### src/rtl/pwm_mon_pkg.sv
package pwm_mon_pkg;
  typedef enum logic {
    MS_IDLE = 1'b0,
    MS_MEAS = 1'b1
  } meas_st_e;

  localparam int unsigned DEF_CNT_W = 12;
  localparam int unsigned DEF_PRE_W = 8;
endpackage

### src/rtl/pwm_mon_rst_sync.sv
module pwm_mon_rst_sync #(
  parameter int unsigned STAGES = 2
) (
  input  logic clk,
  input  logic clr_n,
  output logic rst_n_o
);
  logic [STAGES-1:0] chain_q;

  // asserts at once, releases after STAGES clock edges
  always_ff @(posedge clk or negedge clr_n) begin
    if (!clr_n) chain_q <= '0;
    else        chain_q <= {chain_q[STAGES-2:0], 1'b1};
  end

  assign rst_n_o = chain_q[STAGES-1];
endmodule

### src/rtl/pwm_mon_edge.sv
module pwm_mon_edge #(
  parameter int unsigned SYNC_STAGES = 2
) (
  input  logic clk,
  input  logic rst_n,
  input  logic pwm_async,
  output logic rise,
  output logic fall
);
  logic [SYNC_STAGES-1:0] sync_q;
  logic                   prev_q;

  // reset to high so a pulse already high at release gives no rising edge
  always_ff @(posedge clk or negedge rst_n) begin
    if (!rst_n) begin
      sync_q <= '1;
      prev_q <= 1'b1;
    end else begin
      sync_q <= {sync_q[SYNC_STAGES-2:0], pwm_async};
      prev_q <= sync_q[SYNC_STAGES-1];
    end
  end

  assign rise = sync_q[SYNC_STAGES-1] & ~prev_q;
  assign fall = ~sync_q[SYNC_STAGES-1] & prev_q;
endmodule

### src/rtl/pwm_mon_tick.sv
module pwm_mon_tick #(
  parameter int unsigned PRE_W = 8
) (
  input  logic             clk,
  input  logic             rst_n,
  input  logic             restart,
  input  logic [PRE_W-1:0] prescale,
  output logic             tick
);
  logic [PRE_W-1:0] div_q;

  // >= keeps the divider bounded if prescale shrinks mid-count
  assign tick = (div_q >= prescale);

  always_ff @(posedge clk or negedge rst_n) begin
    if (!rst_n)       div_q <= '0;
    else if (restart) div_q <= '0;
    else if (tick)    div_q <= '0;
    else              div_q <= div_q + 1'b1;
  end
endmodule

### src/rtl/pwm_mon_shadow.sv
module pwm_mon_shadow #(
  parameter int unsigned CNT_W = 12
) (
  input  logic             clk,
  input  logic             rst_n,
  input  logic             load,
  input  logic [CNT_W-1:0] lo_in,
  input  logic [CNT_W-1:0] hi_in,
  output logic [CNT_W-1:0] lo_act,
  output logic [CNT_W-1:0] hi_act
);
  always_ff @(posedge clk or negedge rst_n) begin
    if (!rst_n) begin
      lo_act <= '0;
      hi_act <= '1;
    end else if (load) begin
      lo_act <= lo_in;
      hi_act <= hi_in;
    end
  end
endmodule

### src/rtl/pwm_mon_width.sv
module pwm_mon_width
  import pwm_mon_pkg::*;
#(
  parameter int unsigned CNT_W = 12
) (
  input  logic             clk,
  input  logic             rst_n,
  input  logic             rise,
  input  logic             fall,
  input  logic             tick,
  input  logic [CNT_W-1:0] lo_act,
  input  logic [CNT_W-1:0] hi_act,
  output logic [CNT_W-1:0] cnt,
  output logic             active,
  output logic             alarm_lo,
  output logic             alarm_hi
);
  localparam logic [CNT_W-1:0] CNT_MAX = '1;

  meas_st_e st_q;
  logic     over;
  logic     short_at_fall;
  logic     may_count;

  assign active        = (st_q == MS_MEAS);
  assign over          = active && (cnt > hi_act);
  assign short_at_fall = active && fall && (cnt < lo_act);
  assign may_count     = active && tick && !over && (cnt != CNT_MAX);

  always_ff @(posedge clk or negedge rst_n) begin
    if (!rst_n) begin
      st_q <= MS_IDLE;
      cnt  <= '0;
    end else if (rise) begin
      st_q <= MS_MEAS;
      cnt  <= '0;
    end else if (fall) begin
      st_q <= MS_IDLE;
      cnt  <= '0;
    end else if (may_count) begin
      cnt  <= cnt + 1'b1;
    end
  end

  always_ff @(posedge clk or negedge rst_n) begin
    if (!rst_n) begin
      alarm_lo <= 1'b0;
      alarm_hi <= 1'b0;
    end else begin
      alarm_lo <= alarm_lo | short_at_fall;
      alarm_hi <= alarm_hi | over;
    end
  end
endmodule

### src/rtl/pwm_duty_window_mon.sv
module pwm_duty_window_mon
  import pwm_mon_pkg::*;
#(
  parameter int unsigned CNT_W = DEF_CNT_W,
  parameter int unsigned PRE_W = DEF_PRE_W
) (
  input  logic             clk,
  input  logic             clr_n,
  input  logic [PRE_W-1:0] prescale,
  input  logic             pwm_in,
  input  logic [CNT_W-1:0] lim_lo,
  input  logic [CNT_W-1:0] lim_hi,
  output logic             alarm_lo,
  output logic             alarm_hi,
  output logic             alarm_any
);
  logic             rst_n_int;
  logic             rise;
  logic             fall;
  logic             tick;
  logic [CNT_W-1:0] lo_act;
  logic [CNT_W-1:0] hi_act;
  logic [CNT_W-1:0] width_cnt;
  logic             meas_active;

  pwm_mon_rst_sync #(.STAGES(2)) u_rst (
    .clk    (clk),
    .clr_n  (clr_n),
    .rst_n_o(rst_n_int)
  );

  pwm_mon_edge #(.SYNC_STAGES(2)) u_edge (
    .clk      (clk),
    .rst_n    (rst_n_int),
    .pwm_async(pwm_in),
    .rise     (rise),
    .fall     (fall)
  );

  pwm_mon_tick #(.PRE_W(PRE_W)) u_tick (
    .clk     (clk),
    .rst_n   (rst_n_int),
    .restart (rise),
    .prescale(prescale),
    .tick    (tick)
  );

  pwm_mon_shadow #(.CNT_W(CNT_W)) u_shadow (
    .clk   (clk),
    .rst_n (rst_n_int),
    .load  (rise),
    .lo_in (lim_lo),
    .hi_in (lim_hi),
    .lo_act(lo_act),
    .hi_act(hi_act)
  );

  pwm_mon_width #(.CNT_W(CNT_W)) u_width (
    .clk     (clk),
    .rst_n   (rst_n_int),
    .rise    (rise),
    .fall    (fall),
    .tick    (tick),
    .lo_act  (lo_act),
    .hi_act  (hi_act),
    .cnt     (width_cnt),
    .active  (meas_active),
    .alarm_lo(alarm_lo),
    .alarm_hi(alarm_hi)
  );

  assign alarm_any = alarm_lo | alarm_hi;
endmodule

### config.mk
export PLATFORM = sky130hd
export DESIGN_NAME = pwm_duty_window_mon
export DESIGN_NICKNAME = d
export VERILOG_FILES = /design/src/rtl/pwm_mon_pkg.sv /design/src/rtl/pwm_mon_rst_sync.sv /design/src/rtl/pwm_mon_edge.sv /design/src/rtl/pwm_mon_tick.sv /design/src/rtl/pwm_mon_shadow.sv /design/src/rtl/pwm_mon_width.sv /design/src/rtl/pwm_duty_window_mon.sv
export SDC_FILE = /design/constraint.sdc
export NUM_CORES = 1
export LEC_CHECK = 0
export ABC_AREA = 1
export CAP_MARGIN = 20
export CORE_MARGIN = 2
export CORE_UTILIZATION = 55
export CTS_BUF_LIST = sky130_fd_sc_hd__clkbuf_4 sky130_fd_sc_hd__clkbuf_8
export DETAILED_ROUTE_END_ITERATION = 6
export PLACE_DENSITY = 0.79
export SYNTH_ARGS = -nofsm -noshare
export SYNTH_HDL_FRONTEND = slang
export SYNTH_SLANG_ARGS = --single-unit
### constraint.sdc
create_clock -name clk -period 4.13 [get_ports clk]
set_input_delay 0.826 -clock clk [delete_from_list [all_inputs] [get_ports clk]]
set_output_delay 0.826 -clock clk [all_outputs]
set_load 0.01 [all_outputs]
==> metrics.cfg <==
[die]
initial_utilization_pct = 56.9
core-area_mm2 = 0.00547
die_w_um = 79.2
die-area_mm2 = 0.00628
rows = 27
io_pins = 38
fp.dieH_um = 79.2

[finish]
drive_above_1_share_pct = 9.50
final_common_cell = nand2_1
final_cells = 493
area_delta_synth_final_pct = 17.0
most-common-layout-cells = nand2_1, inv_1, clkdlybuf4s50_1, dfrtp_1, ha_1
multi_input_area_mm2 = 0.00152
fill_cells = 462
nNetsFinal = 490
n_antenna_cell = 0
seq_area_mm2 = 0.00132

[drt]
drt_iter0_drc = 145
wire_per_inst_um = 12.5
dr.pass1.iters = 4
routed_via_density = 5.10
drt-total-wl_um = 6180
route.antenna.remaining_nets = 0
remaining_drc_errors = 0
vias = 2516

[clocking]
post_cts_buffers = 0
htree_levels = 2
worstSkewPairLatency_ns = 0.31
cts_resized = 0
postCtsHoldBufs = 0
ctsRootBufferMaster = clkbuf_8
cts.sinks = 52
cts_buffers = 5
cts_tree = done
path_clk_slew_ns = 0.09
clockBufferDepth = 2

[sta]
period_share_pct = 61.5
drv_slew = 0
fin_skew_ns = 0.0118
min_period_ns = 2.54
setup_viol = 0
clock.fmax_mhz = 394
rsz0062_at_grt = false
whs_ns = 0.205
slew_headroom_pct = 64.6
finalHoldViolations = 0
tightest_slew_ns = 0.531
fin_ws_ns = 1.59
setup_tns_ns = 0

[placement]
dpl.cell_count = 484
place_congestion = 0.795
dp_hpwl_um = 4560
place_ws_ns = 1.26
io_buffers = 37

[grt]
grt_pass1_vias = 2380
grt_start_max_net_pins = 51
track_usage_pct = 21.2
globalRouteOverflowTotal = 0
grt_pass1_wl_um = 10600
antenna_found_initial = 0

[synth]
synthCells = 382
ys_seq_area_share_pct = 42.4
ys_seq_elements = 52
yosysWarningCount = 0
yosys.area.top_type = dfrtp_1
synth_top_area_share_pct = 29.7
syn_avg_cell_area_um2 = 8.15
syn-num-nets = 452
synth_area_leaders = dfrtp_1, ha_1, dfstp_2
syn_area_mm2 = 0.00311
synth_cell_types = 29

[critical_path]
r2r_start = u_shadow.hi_act[5]$_DFFE_PN1P_
critPathKind = in2reg
worstSetupStartpointType = primary input
worstSetupStartpoint = prescale[7]
arrival_ns = 2.78
critPathTopFamily = simple AND/OR/NAND/NOR gates
cp_slowest_cell = clkdlybuf4s50_1
cp.depth = 11
crit_buf_inv = 2
crit_chain = clkdlybuf4s50_1 > inv_1 > ha_1 > nand2_1 > nor2_1 > nand4_1 > nand3_1 > nand3_2 > o21ai_2 > nand2_1 > nand2_1
crit_end = u_width.cnt[0]$_DFFE_PN0P_
cp_max_fo = 12
end_kind = flip-flop
crit_top_cell = nand2_1
rr_worst_depth = 12
r2r_setup_slack_ns = 1.95
max_stage_delay_ns = 0.45
critPathRequiredTime_ns = 4.37
r2r-end = u_width.cnt[0]$_DFFE_PN0P_

[status]
status = completed

[min_path]
hp-class = reg2async

[power]
peakVddDrop_mv = 0.212
p_leak_uw = 0.00188
p_per_area_mw_per_mm2 = 329

[flow_run]
cap_violations = 0

-- sequential cells by signal, indices dropped and copies added (netlist names) --
register and count:
u_width.active 1, u_width.alarm_lo 1, u_shadow.lo_act 12, u_rst.chain_q 2, u_edge.prev_q 1, u_shadow.hi_act 12, u_tick.div_q 8, u_edge.sync_q 2
u_width.cnt 12, u_width.alarm_hi 1
-- power breakdown --
group / internal [µW] / switching, µW / total (µW)
Sequential: 577 / 47.8 / 625
Clock: 134 / 166 / 300
Combinational: 122 / 152 / 275
Total: 833 / 366 / 1200
-- cell usage after synthesis --
cell and n:
ha_1 35, nor3b_1 4, o21ai_0 27, xor2_1 4, inv_2 1, nand3b_1 2, clkinv_2 1, o21ai_2 1
nor2_2 2, nor2_4 1, nand2_2 3, nand4_1 3, clkbuf_1 5, buf_6 3, nor3_1 3, nor2_1 27
o21bai_1 1, dfrtp_1 37, xnor2_1 3, conb_1 1, a21oi_1 14, nand3_2 4, o22ai_1 1, a21o_1 2
nor3_4 1, nand3_1 23, nand2_1 100, inv_1 58, dfstp_2 15
-- layout make-up --
type                       count  share of cell area, %
multi-input combinational    262                   41.6
sequential                    52                   36.3
timing repair buffer          39                   10.9
inverter                      60                   6.22
tap                           72                   2.47
clock buffer                   6                   2.27
clock inverter                 2                  0.275
-- kinds of logic after synthesis --
group	synth area share (%)
compound gates	7.79
xor+xnor	1.97
fa+ha+maj	14.1
buf+inv	8.96
flops	42.4
other cells	0.120
simple gates	24.7
-- layer usage --
metal	track usage (%)	wire [µm]	vias up
met1	28.9	2980	1171
met5	0	0	-
met2	35.4	2870	48
li1	-	-	1289
met4	4.66	56	0
met3	3.98	271	8
-- how the worst min path moves through the flow --
stage                                           from                          to  cells after the start
after floorplan           u_rst.chain_q[0]$_DFF_PN0_  u_rst.chain_q[1]$_DFF_PN0_                      0
after global placement    u_rst.chain_q[0]$_DFF_PN0_  u_rst.chain_q[1]$_DFF_PN0_                      0
after detailed placement  u_rst.chain_q[0]$_DFF_PN0_  u_rst.chain_q[1]$_DFF_PN0_                      0
after CTS                 u_edge.sync_q[0]$_DFF_PN1_  u_edge.sync_q[1]$_DFF_PN1_                      0
after global routing      u_rst.chain_q[1]$_DFF_PN0_  u_width.cnt[9]$_DFFE_PN0P_                      0
final                     u_rst.chain_q[1]$_DFF_PN0_  u_width.alarm_lo$_DFF_PN0_                      0
-- worst reg2reg max path, delay by kind of cell (launching register included) --
family | cells | cell delay, ns
buf+inv | 1 | 0.05
flops | 1 | 0.53
fa+ha+maj | 1 | 0.30
simple gates | 9 | 0.91
compound gates | 1 | 0.28
-- metrics by stage --
stage	util [%]	cell area, µm²	power [µW]
after global placement	64.5	3530	889
after floorplan	-	3110	814
after CTS	66.2	3620	1210
after global routing	66.6	3640	1280
final	66.6	3640	1200
after detailed placement	64.5	3530	907
Note: power is estimated with default switching activity, not from simulation.
